$ cat src/rtl/addr_ptr_pkg.sv
// Package: shared widths and the size-select encoding for the pointer.
package addr_ptr_pkg;
    localparam int WORD_AW       = 8;   // width of the word-address byte
    localparam int MAX_AW        = 10;  // pointer width for the largest array
    localparam int BANK_W        = MAX_AW - WORD_AW;
    localparam int PAGE_AW_SMALL = 3;   // 8-byte write page
    localparam int PAGE_AW_LARGE = 4;   // 16-byte write page

    typedef enum logic [1:0] {
        SZ_256  = 2'd0,
        SZ_512  = 2'd1,
        SZ_1K   = 2'd2,
        SZ_1K_B = 2'd3
    } size_sel_e;
endpackage

$ cat src/rtl/ptr_geometry.sv
// Module: ptr_geometry
// Turns the size selector into two bit masks.
//   page_mask_o:  the bits that count on a write advance.
//   array_mask_o: the bits that exist in the selected array.
// Assumes: the codes for size 2 and size 3 mean the same array.
module ptr_geometry
    import addr_ptr_pkg::*;
#(
    parameter int AW       = MAX_AW,
    parameter int W_AW     = WORD_AW,
    parameter int PG_SMALL = PAGE_AW_SMALL,
    parameter int PG_LARGE = PAGE_AW_LARGE
) (
    input  logic [1:0]    size_sel_i,
    output logic [AW-1:0] page_mask_o,
    output logic [AW-1:0] array_mask_o
);
    int unsigned page_w;
    int unsigned array_w;

    // Pick the page width and array width for the selected size.
    always_comb begin
        case (size_sel_e'(size_sel_i))
            SZ_256: begin
                page_w  = PG_SMALL;
                array_w = W_AW;
            end
            SZ_512: begin
                page_w  = PG_LARGE;
                array_w = W_AW + 1;
            end
            default: begin
                page_w  = PG_LARGE;
                array_w = AW;
            end
        endcase
    end

    // Build each mask bit from the bit position and the selected widths.
    for (genvar i = 0; i < AW; i++) begin : g_mask
        assign page_mask_o[i]  = (i < page_w);
        assign array_mask_o[i] = (i < array_w);
    end
endmodule

$ cat src/rtl/ptr_load_fmt.sv
// Module: ptr_load_fmt
// Builds the load value. The word byte is placed in the low bits.
// The page bits are placed above it, and only those the array has are kept.
// Assumes: array_mask_i always covers the full word byte.
module ptr_load_fmt
    import addr_ptr_pkg::*;
#(
    parameter int AW   = MAX_AW,
    parameter int W_AW = WORD_AW,
    localparam int BW  = AW - W_AW
) (
    input  logic [W_AW-1:0] word_addr_i,
    input  logic [BW-1:0]   page_bits_i,
    input  logic [AW-1:0]   array_mask_i,
    output logic [AW-1:0]   load_val_o
);
    // Join the page bits and the word byte, then clear the bits above the array.
    always_comb begin
        load_val_o            = {page_bits_i, word_addr_i};
        load_val_o[AW-1:W_AW] = page_bits_i & array_mask_i[AW-1:W_AW];
    end
endmodule

$ cat src/rtl/ptr_step.sv
// Module: ptr_step
// Works out the pointer value that follows one data byte.
//   Write rule: only the page-offset bits count; higher bits are held.
//   Read rule: the whole array counts, modulo its size.
// Assumes: the masks come from ptr_geometry.
module ptr_step
    import addr_ptr_pkg::*;
#(
    parameter int AW = MAX_AW
) (
    input  logic [AW-1:0] cur_i,
    input  logic          is_read_i,
    input  logic [AW-1:0] page_mask_i,
    input  logic [AW-1:0] array_mask_i,
    output logic [AW-1:0] next_o
);
    logic [AW-1:0] plus_one;

    // Add one to the current pointer; the carry out of the top bit is dropped.
    assign plus_one = cur_i + {{(AW-1){1'b0}}, 1'b1};

    // Apply the read or write rule to the incremented value.
    always_comb begin
        if (is_read_i) begin
            next_o = plus_one & array_mask_i;
        end else begin
            next_o = (cur_i & ~page_mask_i) | (plus_one & page_mask_i);
        end
    end
endmodule

$ cat src/rtl/eeprom_addr_ptr.sv
// Module: eeprom_addr_ptr (top)
// Holds the EEPROM data-word pointer across transactions.
// A load takes priority over an advance in the same cycle.
// The pointer is held in any cycle with no strobe.
// Assumes: synchronous active-low reset; one advance pulse per data byte.
module eeprom_addr_ptr
    import addr_ptr_pkg::*;
(
    input  logic                clk,
    input  logic                rst_n,
    input  logic                load_i,
    input  logic [WORD_AW-1:0]  word_addr_i,
    input  logic [BANK_W-1:0]   page_bits_i,
    input  logic                adv_i,
    input  logic                is_read_i,
    input  logic [1:0]          size_sel_i,
    output logic [MAX_AW-1:0]   addr_o
);
    logic [MAX_AW-1:0] page_mask;
    logic [MAX_AW-1:0] array_mask;
    logic [MAX_AW-1:0] load_val;
    logic [MAX_AW-1:0] step_val;
    logic [MAX_AW-1:0] addr_q;

    ptr_geometry #(
        .AW       (MAX_AW),
        .W_AW     (WORD_AW),
        .PG_SMALL (PAGE_AW_SMALL),
        .PG_LARGE (PAGE_AW_LARGE)
    ) geom_i (
        .size_sel_i   (size_sel_i),
        .page_mask_o  (page_mask),
        .array_mask_o (array_mask)
    );

    ptr_load_fmt #(
        .AW   (MAX_AW),
        .W_AW (WORD_AW)
    ) fmt_i (
        .word_addr_i  (word_addr_i),
        .page_bits_i  (page_bits_i),
        .array_mask_i (array_mask),
        .load_val_o   (load_val)
    );

    ptr_step #(
        .AW (MAX_AW)
    ) step_i (
        .cur_i        (addr_q),
        .is_read_i    (is_read_i),
        .page_mask_i  (page_mask),
        .array_mask_i (array_mask),
        .next_o       (step_val)
    );

    // Pointer register: reset, then load, then advance, otherwise hold.
    always_ff @(posedge clk) begin
        if (!rst_n) begin
            addr_q <= '0;
        end else if (load_i) begin
            addr_q <= load_val;
        end else if (adv_i) begin
            addr_q <= step_val;
        end
    end

    assign addr_o = addr_q;

    // at the 1024-byte size a load copies the page bits and word byte unchanged.
    a_r4_load_full: assert property (@(posedge clk) disable iff (!rst_n)
        (load_i && size_sel_i[1]) |=> (addr_o == {$past(page_bits_i), $past(word_addr_i)}));

    // at the 256-byte size a load leaves the bits above the word byte at zero.
    a_r2_load_small: assert property (@(posedge clk) disable iff (!rst_n)
        (load_i && size_sel_i == 2'd0) |=> (addr_o[MAX_AW-1:WORD_AW] == '0));

    // a write advance never changes the bits above the largest page offset.
    a_r5_write_row_held: assert property (@(posedge clk) disable iff (!rst_n)
        (adv_i && !load_i && !is_read_i)
        |=> (addr_o[MAX_AW-1:PAGE_AW_LARGE] == $past(addr_o[MAX_AW-1:PAGE_AW_LARGE])));

    // at the 1024-byte size a read advance is a plain increment with natural wrap.
    a_r6_read_full_step: assert property (@(posedge clk) disable iff (!rst_n)
        (adv_i && !load_i && is_read_i && size_sel_i[1])
        |=> (addr_o == $past(addr_o) + 10'd1));

    // with no strobe the pointer holds its value.
    a_r7_idle_hold: assert property (@(posedge clk) disable iff (!rst_n)
        (!load_i && !adv_i) |=> $stable(addr_o));
endmodule

$ cat config.mk
export PLATFORM = sky130hd
export DESIGN_NAME = eeprom_addr_ptr
export DESIGN_NICKNAME = d
export VERILOG_FILES = /design/src/rtl/addr_ptr_pkg.sv /design/src/rtl/ptr_geometry.sv /design/src/rtl/ptr_load_fmt.sv /design/src/rtl/ptr_step.sv /design/src/rtl/eeprom_addr_ptr.sv
export SDC_FILE = /design/constraint.sdc
export NUM_CORES = 1
export LEC_CHECK = 0
export BUFFER_PORTS_ARGS = -buffer_cell sky130_fd_sc_hd__buf_2
export CAP_MARGIN = 25
export CORE_AREA = 2 2 39 41
export CTS_CLUSTER_SIZE = 30
export DETAILED_ROUTE_END_ITERATION = 16
export DIE_AREA = 0 0 41 43
export GPL_ROUTABILITY_DRIVEN = 0
export PLACE_DENSITY = 0.74
export SYNTH_ARGS = -nofsm -noshare
export SYNTH_HDL_FRONTEND = slang
export SYNTH_SLANG_ARGS = --single-unit
$ cat constraint.sdc
create_clock -name clk -period 1.75 [get_ports clk]
set_input_delay 0.0875 -clock clk [delete_from_list [all_inputs] [get_ports clk]]
set_output_delay 0.0875 -clock clk [all_outputs]
set_load 0.05 [all_outputs]
==> impl_results.md <==
- I/O pins: 27
- Commonest non-fill, non-tap cell in the layout: buf_2
- Status: completed
- Vias in the first global route: 518
- Fin crit share: 0.730
- Starting density of the core: 0.436
- Number of CTS-inserted buffers: 3
- Pleak: 0.000332 uW
- Net Sw Power: 212 uW
- H-tree Lvls: 1
- Initial antenna violation count: 0
- RSZ-0062 raised after global routing: no
- Synth area leader: dfxtp_1
- Worst path slowest cell: dfxtp_1
- Synth async-reset ratio: 0
- Net Sw Frac: 0.336
- Synthesized instance count: 74
- Slew Limit Fails: 0
- DRT Pass-1 Iters: 4
- Clock latency on the worst-skew pair: 0.28 ns
- GRT Total Usage: 0.192
- Area contributors post-synth: dfxtp_1 (33%), xnor2_1 (5.8%), a21oi_1 (5.0%)
- Post-CTS Setup Repair Bufs: 0
- Sequential share of the synthesized area: 0.332
- First-pass GRT wire length: 2210 um
- Crit path largest cell delay: 0.43 ns
- Worst-path fanout max: 6
- Syn nets: 92
- N_diodes: 0
- Least-Margin Pin Slew: 0.247 ns
- Crit-path cells: nand3_2 > nor4_1 > a31oi_1 > o32ai_1
- Final Core Density: 0.563
- Post-Route WL: 1470 um
- Post-synthesis cell area: 603 um^2
- Placed wire-length estimate: 1120 um
- # DRC: 0
- Setup TNS: 0 ns
- GRT Residual Overflow: 0
- FF/Latch Area: 200 um^2
- Final std cells w/o fill: 118
- Full die area: 0.00176 mm^2
- Die span in y: 43 um
- Max cap viols: 0
- 1st-iter DRT viols: 12
- Avg Cell Area, Syn: 8.15 um^2
- Vias per inst: 5.49
- CP required: 1.94 ns
- Core box area: 0.00138 mm^2
- Die X: 41 um
- Routed wire per std cell: 12.5 um
- Max Freq: 782 MHz
- Layout Nets: 121
- Critical path arrival: 1.47 ns
- Layout cell share with drive strength beyond 1: 0.353
- Comb pwr share: 0.240
- Distinct cells, synth: 31
- Flop pwr share: 0.415
- IO Port Bufs: 26
- Clock power frac: 0.346
- Worst setup EP type: flop
- Largest net degree at the start of global routing: 15
- Multi-input gate area: 374 um^2
- Placed insts: 114
- Top-area cell type share of the netlist area: 0.332
- Cell Pwr Density: 810 mW/mm^2
- Crit path buf inv count: 0
- Clock buffer depth: 2
- Skew final: 0.0116 ns
- # clock sinks: 10
- Synth Register Bits: 10
- Post-synth top flop: dfxtp_1
- Worst vdd ir: 466 uV
- Final setup fails: 0
- CTS clk-pin slew, worst paths: 0.08 ns
- Max reg flops: 9
- Number of synthesized flops with an enable pin: 0
- CTS tree: yes
- Area grow syn2layout: 29.3%
- P_int: 419 uW
- Root buf cell: clkbuf_4
- Crit Path Class: flop to flop
- Crit path time final: 1.28 ns
- CP startpoint kind: flop
- Layout filler cell count: 140
- Remaining antenna violation count: 0
- Worst min path class: input pin to flop
- Yosys warnings: 0
- PostCTS Resize Cnt: 0
- Cell family with most CP delay: simple AND/OR/NAND/NOR gates
- Via count: 648
- Hold Violations, Final: 0
- Cell Rows: 14
- Hold Buf Count CTS: 0
- Most frequent cells in the layout: buf_2 (26), dfxtp_1 (10), nand2_1 (6), a21oi_1 (6)
- Relative slew slack: 0.834
==> through the flow <==
stage / worst slack, ns / instance area (um^2) / hold WS, ns / total power (uW)
final: 0.472 / 779 / 0.0435 / 631
after global routing: 0.279 / 779 / 0.0515 / 662
after CTS: 0.462 / 779 / 0.0459 / 633
after detailed placement: 0.490 / 743 / 0.328 / 418
after global placement: 0.528 / 743 / 0.324 / 414
after floorplan: 0.201 / 603 / 0.226 / 370
==> power groups by stage <==
| stage | Combinational, uW | Clock, uW | Sequential [uW] |
|---|---|---|---|
| 6_report | 151 | 218 | 262 |
| 5_1_grt | 162 | 235 | 265 |
| 4_1_cts | 151 | 220 | 262 |
| 3_5_place_dp | 151 | 0 | 267 |
| 3_3_place_gp | 149 | 0 | 266 |
| 2_1_floorplan | 53.3 | 0 | 317 |
==> logic make-up (layout without fill, tap and decap cells) <==
family	Yosys count	after routing	synth area share
adder cells (fa/ha/maj)	1	1	0.0207
multiplexers	1	1	0.0166
XOR/XNOR	7	7	0.102
flip-flops	10	10	0.332
buffers and inverters	6	34	0.0477
AND/OR/NAND/NOR	29	29	0.272
AO/OA/AOI/OAI	20	20	0.210
==> layout make-up <==
cell class                      instances  area share
Tap cell                               16      0.0257
Sequential cell                        10       0.257
Clock buffer                            4      0.0465
Timing Repair Buffer                   27       0.177
Inverter                                3      0.0144
Multi-Input combinational cell         58       0.480
==> metal layers <==
layer,vias up,GRT usage,routed length (um)
met5,-,0,0
met4,0,0.120,36
met3,5,0.0628,131
met2,36,0.256,613
met1,278,0.254,692
li1,329,-,-
==> cells in the mapped netlist (2+ instances only) <==
master and number:
a211oi_1 2, a21oi_1 6, and3_1 2, buf_2 2
dfxtp_1 10, inv_1 3, nand2_1 6, nand3_1 3
nand4_1 2, nor2_1 5, nor3_1 3, nor4_1 2
o21ai_0 5, xnor2_1 4, xor2_1 3
==> path summary, 6_finish.rpt <==
path / startpoint / end / slack, ns / cells past startpoint
worst min-delay path: word_addr_i[1] / addr_o[1] / 0.04 / 3
worst min register to register: addr_o[8] / addr_o[8] / 0.52 / 2
worst max register to register: addr_o[2] / addr_o[9] / 0.47 / 4
worst max-delay path: addr_o[2] / addr_o[9] / 0.47 / 4
==> worst reg2reg max path: cells and delay by family (launching register included) <==
kind	cells	cell delay [ns]
flip-flops	1	0.43
AO/OA/AOI/OAI	2	0.34
AND/OR/NAND/NOR	2	0.44
Note: power is estimated with default switching activity, not from simulation.
